<file path="src/rtl/ddrchk_pkg.sv">
package ddrchk_pkg;

  typedef enum logic [3:0] {
    CMD_NOP   = 4'd0,
    CMD_DESEL = 4'd1,
    CMD_MRS   = 4'd2,
    CMD_EMRS  = 4'd3,
    CMD_REF   = 4'd4,
    CMD_SREF  = 4'd5,
    CMD_WAKE  = 4'd6,
    CMD_ACT   = 4'd7,
    CMD_RD    = 4'd8,
    CMD_WR    = 4'd9,
    CMD_BST   = 4'd10,
    CMD_PRE   = 4'd11,
    CMD_PDN   = 4'd12,
    CMD_RSVD  = 4'd13
  } cmd_e;

  typedef enum logic [2:0] {
    ERR_NONE     = 3'd0,
    ERR_NOT_IDLE = 3'd1,
    ERR_SETTLE   = 3'd2,
    ERR_WR_LOCK  = 3'd3,
    ERR_ACT_OPEN = 3'd4,
    ERR_ACC_IDLE = 3'd5,
    ERR_RSVD     = 3'd6,
    ERR_AP_PEND  = 3'd7
  } err_e;

endpackage

</file>
<file path="src/rtl/ddrchk_rules.sv">
module ddrchk_rules
  import ddrchk_pkg::*;
#(
  parameter int BA_W    = 2,
  parameter int MRS_GAP = 2
) (
  input  logic                 clk,
  input  logic                 rst_n,
  input  cmd_e                 cmd_i,
  input  logic [BA_W-1:0]      ba_i,
  input  logic                 a10_i,
  input  logic [(1<<BA_W)-1:0] open_i,
  input  logic [(1<<BA_W)-1:0] pend_i,
  input  logic [(1<<BA_W)-1:0] wr_pend_i,
  output logic                 legal_o,
  output err_e                 code_o
);

  localparam int GAP_W = $clog2(MRS_GAP + 1);

  logic [GAP_W-1:0] gap_q;
  err_e             verdict;
  logic             sel_open;
  logic             sel_pend;

  assign sel_open = open_i[ba_i];
  assign sel_pend = pend_i[ba_i];

  always_comb begin
    verdict = ERR_NONE;
    if (gap_q != '0 && !(cmd_i inside {CMD_NOP, CMD_DESEL})) begin
      verdict = ERR_SETTLE;
    end else begin
      case (cmd_i)
        CMD_RSVD: verdict = ERR_RSVD;
        CMD_MRS, CMD_EMRS, CMD_REF, CMD_SREF: begin
          if (|open_i) verdict = ERR_NOT_IDLE;
        end
        CMD_ACT: begin
          if (sel_pend)      verdict = ERR_AP_PEND;
          else if (sel_open) verdict = ERR_ACT_OPEN;
        end
        CMD_RD, CMD_WR: begin
          if (|wr_pend_i)     verdict = ERR_WR_LOCK;
          else if (sel_pend)  verdict = ERR_AP_PEND;
          else if (!sel_open) verdict = ERR_ACC_IDLE;
        end
        CMD_PRE: begin
          if (a10_i ? (|pend_i) : sel_pend) verdict = ERR_AP_PEND;
        end
        default: verdict = ERR_NONE;
      endcase
    end
  end

  assign code_o  = verdict;
  assign legal_o = (verdict == ERR_NONE);

  always_ff @(posedge clk) begin
    if (!rst_n) begin
      gap_q <= '0;
    end else if (legal_o && (cmd_i inside {CMD_MRS, CMD_EMRS})) begin
      gap_q <= GAP_W'(MRS_GAP);
    end else if (gap_q != '0) begin
      gap_q <= gap_q - GAP_W'(1);
    end
  end

  AST_WR_LOCK_BLOCKS: assert property (@(posedge clk) disable iff (!rst_n)
    ((|wr_pend_i) && (cmd_i inside {CMD_RD, CMD_WR})) |-> !legal_o);

endmodule

</file>
<file path="config.mk">
export PLATFORM = sky130hd
export DESIGN_NAME = ddrchk_rules
export DESIGN_NICKNAME = d
export VERILOG_FILES = /design/src/rtl/ddrchk_pkg.sv /design/src/rtl/ddrchk_rules.sv
export SDC_FILE = /design/constraint.sdc
export NUM_CORES = 1
export LEC_CHECK = 0
export BUFFER_PORTS_ARGS = -buffer_cell sky130_fd_sc_hd__buf_2
export CORE_MARGIN = 4
export CORE_UTILIZATION = 25
export CTS_CLUSTER_DIAMETER = 50
export DETAILED_ROUTE_END_ITERATION = 6
export GPL_TIMING_DRIVEN = 0
export MAX_ROUTING_LAYER = met4
export PLACE_DENSITY_LB_ADDON = 0.25
export SLEW_MARGIN = 15
export SYNTH_ARGS = -nofsm -noshare
export SYNTH_HDL_FRONTEND = slang
export SYNTH_SLANG_ARGS = --single-unit
</file>
<file path="constraint.sdc">
create_clock -name clk -period 3.2 [get_ports clk]
set_input_delay 0.16 -clock clk [delete_from_list [all_inputs] [get_ports clk]]
set_output_delay 0.16 -clock clk [all_outputs]
set_load 0.02 [all_outputs]
</file>
Word-level counts from Yosys, hierarchy flattened:

Index checks and enable logic that the tools add are counted.

* $add $sub $neg: 1
* magnitude comparators: 1
* multiplexer cells: 16
* equality and inequality tests: 10
* reduce and logical (&&, ||, !) cells: 15
* bitwise operators: 1

Operators by type and width (number)
* $mux 3: 7
* $eq 4x4->1 const B: 4
* $reduce_or 4->1: 4
* $pmux 3 s5: 1
* $eq 4x3->1 const B: 3
* $eq 4x2->1 const B: 2
* $reduce_bool 2->1: 4
* $bmux 1 s2: 2
* $eq 4x1->1 const B: 1
* $logic_not 4->1: 1
* $mux 1: 4
* $mux 2: 2
* $reduce_or 2->1: 2
* $logic_not 3->1: 1
* $lt 2x3->1 const B: 1
* $logic_and 1x1->1: 2
* $sub 2x1->2 const B: 1
* $logic_not 1->1: 1
* $not 1->1: 1

* word-level logic and storage cells: 46
* output and inout bits: 4
* input bits: 21
* bits in registers: 2

Longest topological paths before layout:

* word-level depth: 10
* depth in mapped cells: 6

Worst setup path after synthesis:

Ideal clock, no wire load.

* kind: in2out
* from: input ba_i[0]
* to: output legal_o
* cell stages on the path: 5
* data arrival time: 1820 ps
* path slack: 1220 ps
* required time: 3040 ps
* buffers on the path: 0
* path through: mux4_2 -> and3b_1 -> a211oi_2 -> o311ai_1 -> a2111oi_2

* longest elaborated chain between the ends: 8
* elaborated cells on any way between the ends: 14

RTL lines
* from (decl): line ddrchk_rules.sv:10 `input logic [BA_W-1:0] ba_i,`
* $bmux 1 s2: line ddrchk_rules.sv:26 `assign sel_open = open_i[ba_i];`
* $mux 1 (implied by the code): line ddrchk_rules.sv:26
* $mux 3: line ddrchk_rules.sv:46 `else if (!sel_open) verdict = ERR_ACC_IDLE;`
* $mux 3: line ddrchk_rules.sv:45 `else if (sel_pend) verdict = ERR_AP_PEND;`
* $mux 3: line ddrchk_rules.sv:44 `if (|wr_pend_i) verdict = ERR_WR_LOCK;`
* $pmux 3 s5 *: line ddrchk_rules.sv:34 `case (cmd_i)`
* $mux 3 *: line ddrchk_rules.sv:31 `if (gap_q != '0 && !(cmd_i inside {CMD_NOP, CMD_DESEL})) begin`
* $logic_not 3->1 *: line ddrchk_rules.sv:57 `assign legal_o = (verdict == ERR_NONE);`
* to (decl): line ddrchk_rules.sv:15 `output logic legal_o,`

Mark *: on every way between the ends. The rest lies on a longest branch, timed or not. The select of a mux whose other input is x is not followed.

Worst setup path in the final report:

Same ends and word-level chain as after synthesis.

==> metrics.txt <==
status completed; Pwr Density 247 nW/um^2; Clk pin slew, worst setup/hold paths about 0.030 ns; Avg Cell Area, Syn 7.27 sq um; CTS Root Cell clkbuf_4; CP Cell Sequence buf_2 > mux4_2 > and3b_1 > a211oi_2 > o311ai_1 > a2111oi_2 > buf_2; multiplexer share of the synthesized area between 10% and 20%; post-CTS setup buffer count 0; reg2reg setup slack ~2.3 ns; Total GRT Usage about 11%; Unique masters post-synth 32; Largest Register gap_q; startpoint types input pin; DIE AREA around 2600 sq um; Sink Count 2; CORE AREA ~1700 sq um; post-cts sizing count 0; main combinational cell family by area after synthesis simple AND/OR/NAND/NOR gates; worst setup path class input pin to output port; synthesis-stage register bit count 2; synthesized area around 460 sq um; grt total ovfl 0; Post-Synth XOR/XNOR Area 0%; vias 580; Final Routed Wirelength about 1300 um; DP Cell Count ~110; Design Power 156 uW; post-DR vias/cell slightly above 5; largest registers gap_q (2); WP data required roughly 3.0 ns; Most common cell on crit path buf_2; die height about 50 um; post-route DRC violation count 0; final std cells w/o fill between 100 and 150; CTS Hold Bufs 0; Least-Margin Pin Slew between 0.5 and 0.6 ns; leading area contributor after synthesis dfxtp_1; initial antenna violation count 0; Yosys warnings 0; I/O Pins 25; max reg flops 2; FP Rows 15; Compound-Gate Fraction of Synth Area 35.8%; Bufs and invs on worst path 2; drt first pass iters 4; first-pass GRT wire length ~2100 um; initial drt markers 6; Clock Skew roughly 0.0032 ns; Synth Area in Adders 0%; total negative setup slack 0 ns; largest net degree at the start of global routing 11; CP top delay family compound AO/OA/AOI/OAI gates; Layout area overhead 38.0%; Pleak about 0.27 nW; RSZ-0062 raised after global routing no; DR WL/cell 11.1 um; most area-consuming cells after synthesis dfxtp_1 (8.7%), nand2_1 (7.4%), mux2_2 (7.4%); endpoints failing hold 0; Fmax achieved ~0.46 GHz; Die W 50.8 um; H-tree depth 1; register area share after synthesis 8.74%; Max IR drop VDD 80.3 uV; net count after synthesis 84; slowest stage cell, crit path mux4_2; Max-slew headroom 61.4%; final net count between 100 and 150; post-synth top area share just under 9%; clock buffer depth 2; Synth Area in Simple Gates roughly 38%; share of the clock period used by the worst path between 60% and 70%; Util after Layout 36.6%; n_diodes 0; endpoints failing setup 0; Initial Util approximately a quarter; Skew-Pair Late Insertion Delay 0.22 ns; Slew Limit Fails 0; WHS 0.181 ns; CP max stage delay 0.57 ns; CTS Buf Count 3; Final ANT Viol Nets 0; crit-path max FO 6; Detailed Place HPWL about 1100 um; vias in the first global route 513; CTS tree built; Worst Path Arrival around 2.0 ns; HP Class input pin to flip-flop; Placer Congestion approximately 0.75; final worst path period need 2.17 ns; layout cells sized above 1 between 30% and 40%; Cells after Synth 63; I/O Buffers 24; Max-Cap Viols 0; Critical Path End Type output port
power breakdown:
group          switching (mW)  internal, mW
sequential           0.000478        0.0255
clock                  0.0130        0.0412
combinational          0.0404        0.0352
tightest hold or removal path: cells and delay by family:
kind,cells,cell delay (ns)
buffers and inverters,1,0.10
AND/OR/NAND/NOR,2,0.08
cell families (layout without fill, tap and decap cells):
kind of cell | count (synthesis) | in the layout
muxes | 5 | 5
and+or+nand+nor | 31 | 31
buffers and inverters | 4 | 31
AOI/OAI and AO/OA | 21 | 21
DFF | 2 | 2
layout make-up:
type                       count  area, sq um
fill                         202         1090
buffer                         3         11.3
tap                           25         31.3
timing repair buffer          24          120
clock buffer                   3         22.5
sequential                     2         40.0
multi-input combinational     57          403
inverter                       1         3.75
synthesized netlist by cell type (all sizes together):
cell type and instances:
and3b 1, o32ai 2, inv 1, a2111oi 2
nand3b 1, o21ai 4, a21boi 1, a211o 2
nand2b 4, o311ai 1, or3 2, nand2 9
nor2b 1, nor2 3, nor4 4, o32a 1
nor3b 1, a21oi 3, mux2 3, nand3 2
o21a 3, dfxtp 2, or4bb 1, and2b 1
o31ai 1, clkbuf 3, nor3 1, mux4 1
mux2i 1, a211oi 1
worst paths after layout:
check	from	end	cells after the start
min	rst_n	gap_q[0]	3
max reg2reg	gap_q[0]	gap_q[1]	3
min reg2reg	gap_q[0]	gap_q[0]	1
max	ba_i[0]	legal_o	7
metal layers:
metal	vias up	global-route usage (%)	part of all wire, %
li1	305	-	-
met1	258	14.6	50
met2	17	15.9	44
met3	0	0.593	6.1
met4	0	5.38	0
met5	-	-	0
through the flow:
| step | setup slack (ns) | area, sq um |
|---|---|---|
| after CTS | 1.02 | 632 |
| after floorplan | 1.22 | 458 |
| after global routing | 0.931 | 632 |
| final | 1.03 | 632 |
| after global placement | 1.01 | 609 |
| after detailed placement | 1.03 | 609 |
placed cells by master, fill, tap and decap left out, drive strengths merged, types with 3 or more instances in the layout:
cell type / n
a21oi: 3
clkbuf: 6
nor2: 3
mux2: 3
o21ai: 4
o21a: 3
nand2b: 4
nand2: 9
buf: 24
nor4: 4
Power figures use the tool's default switching activity.
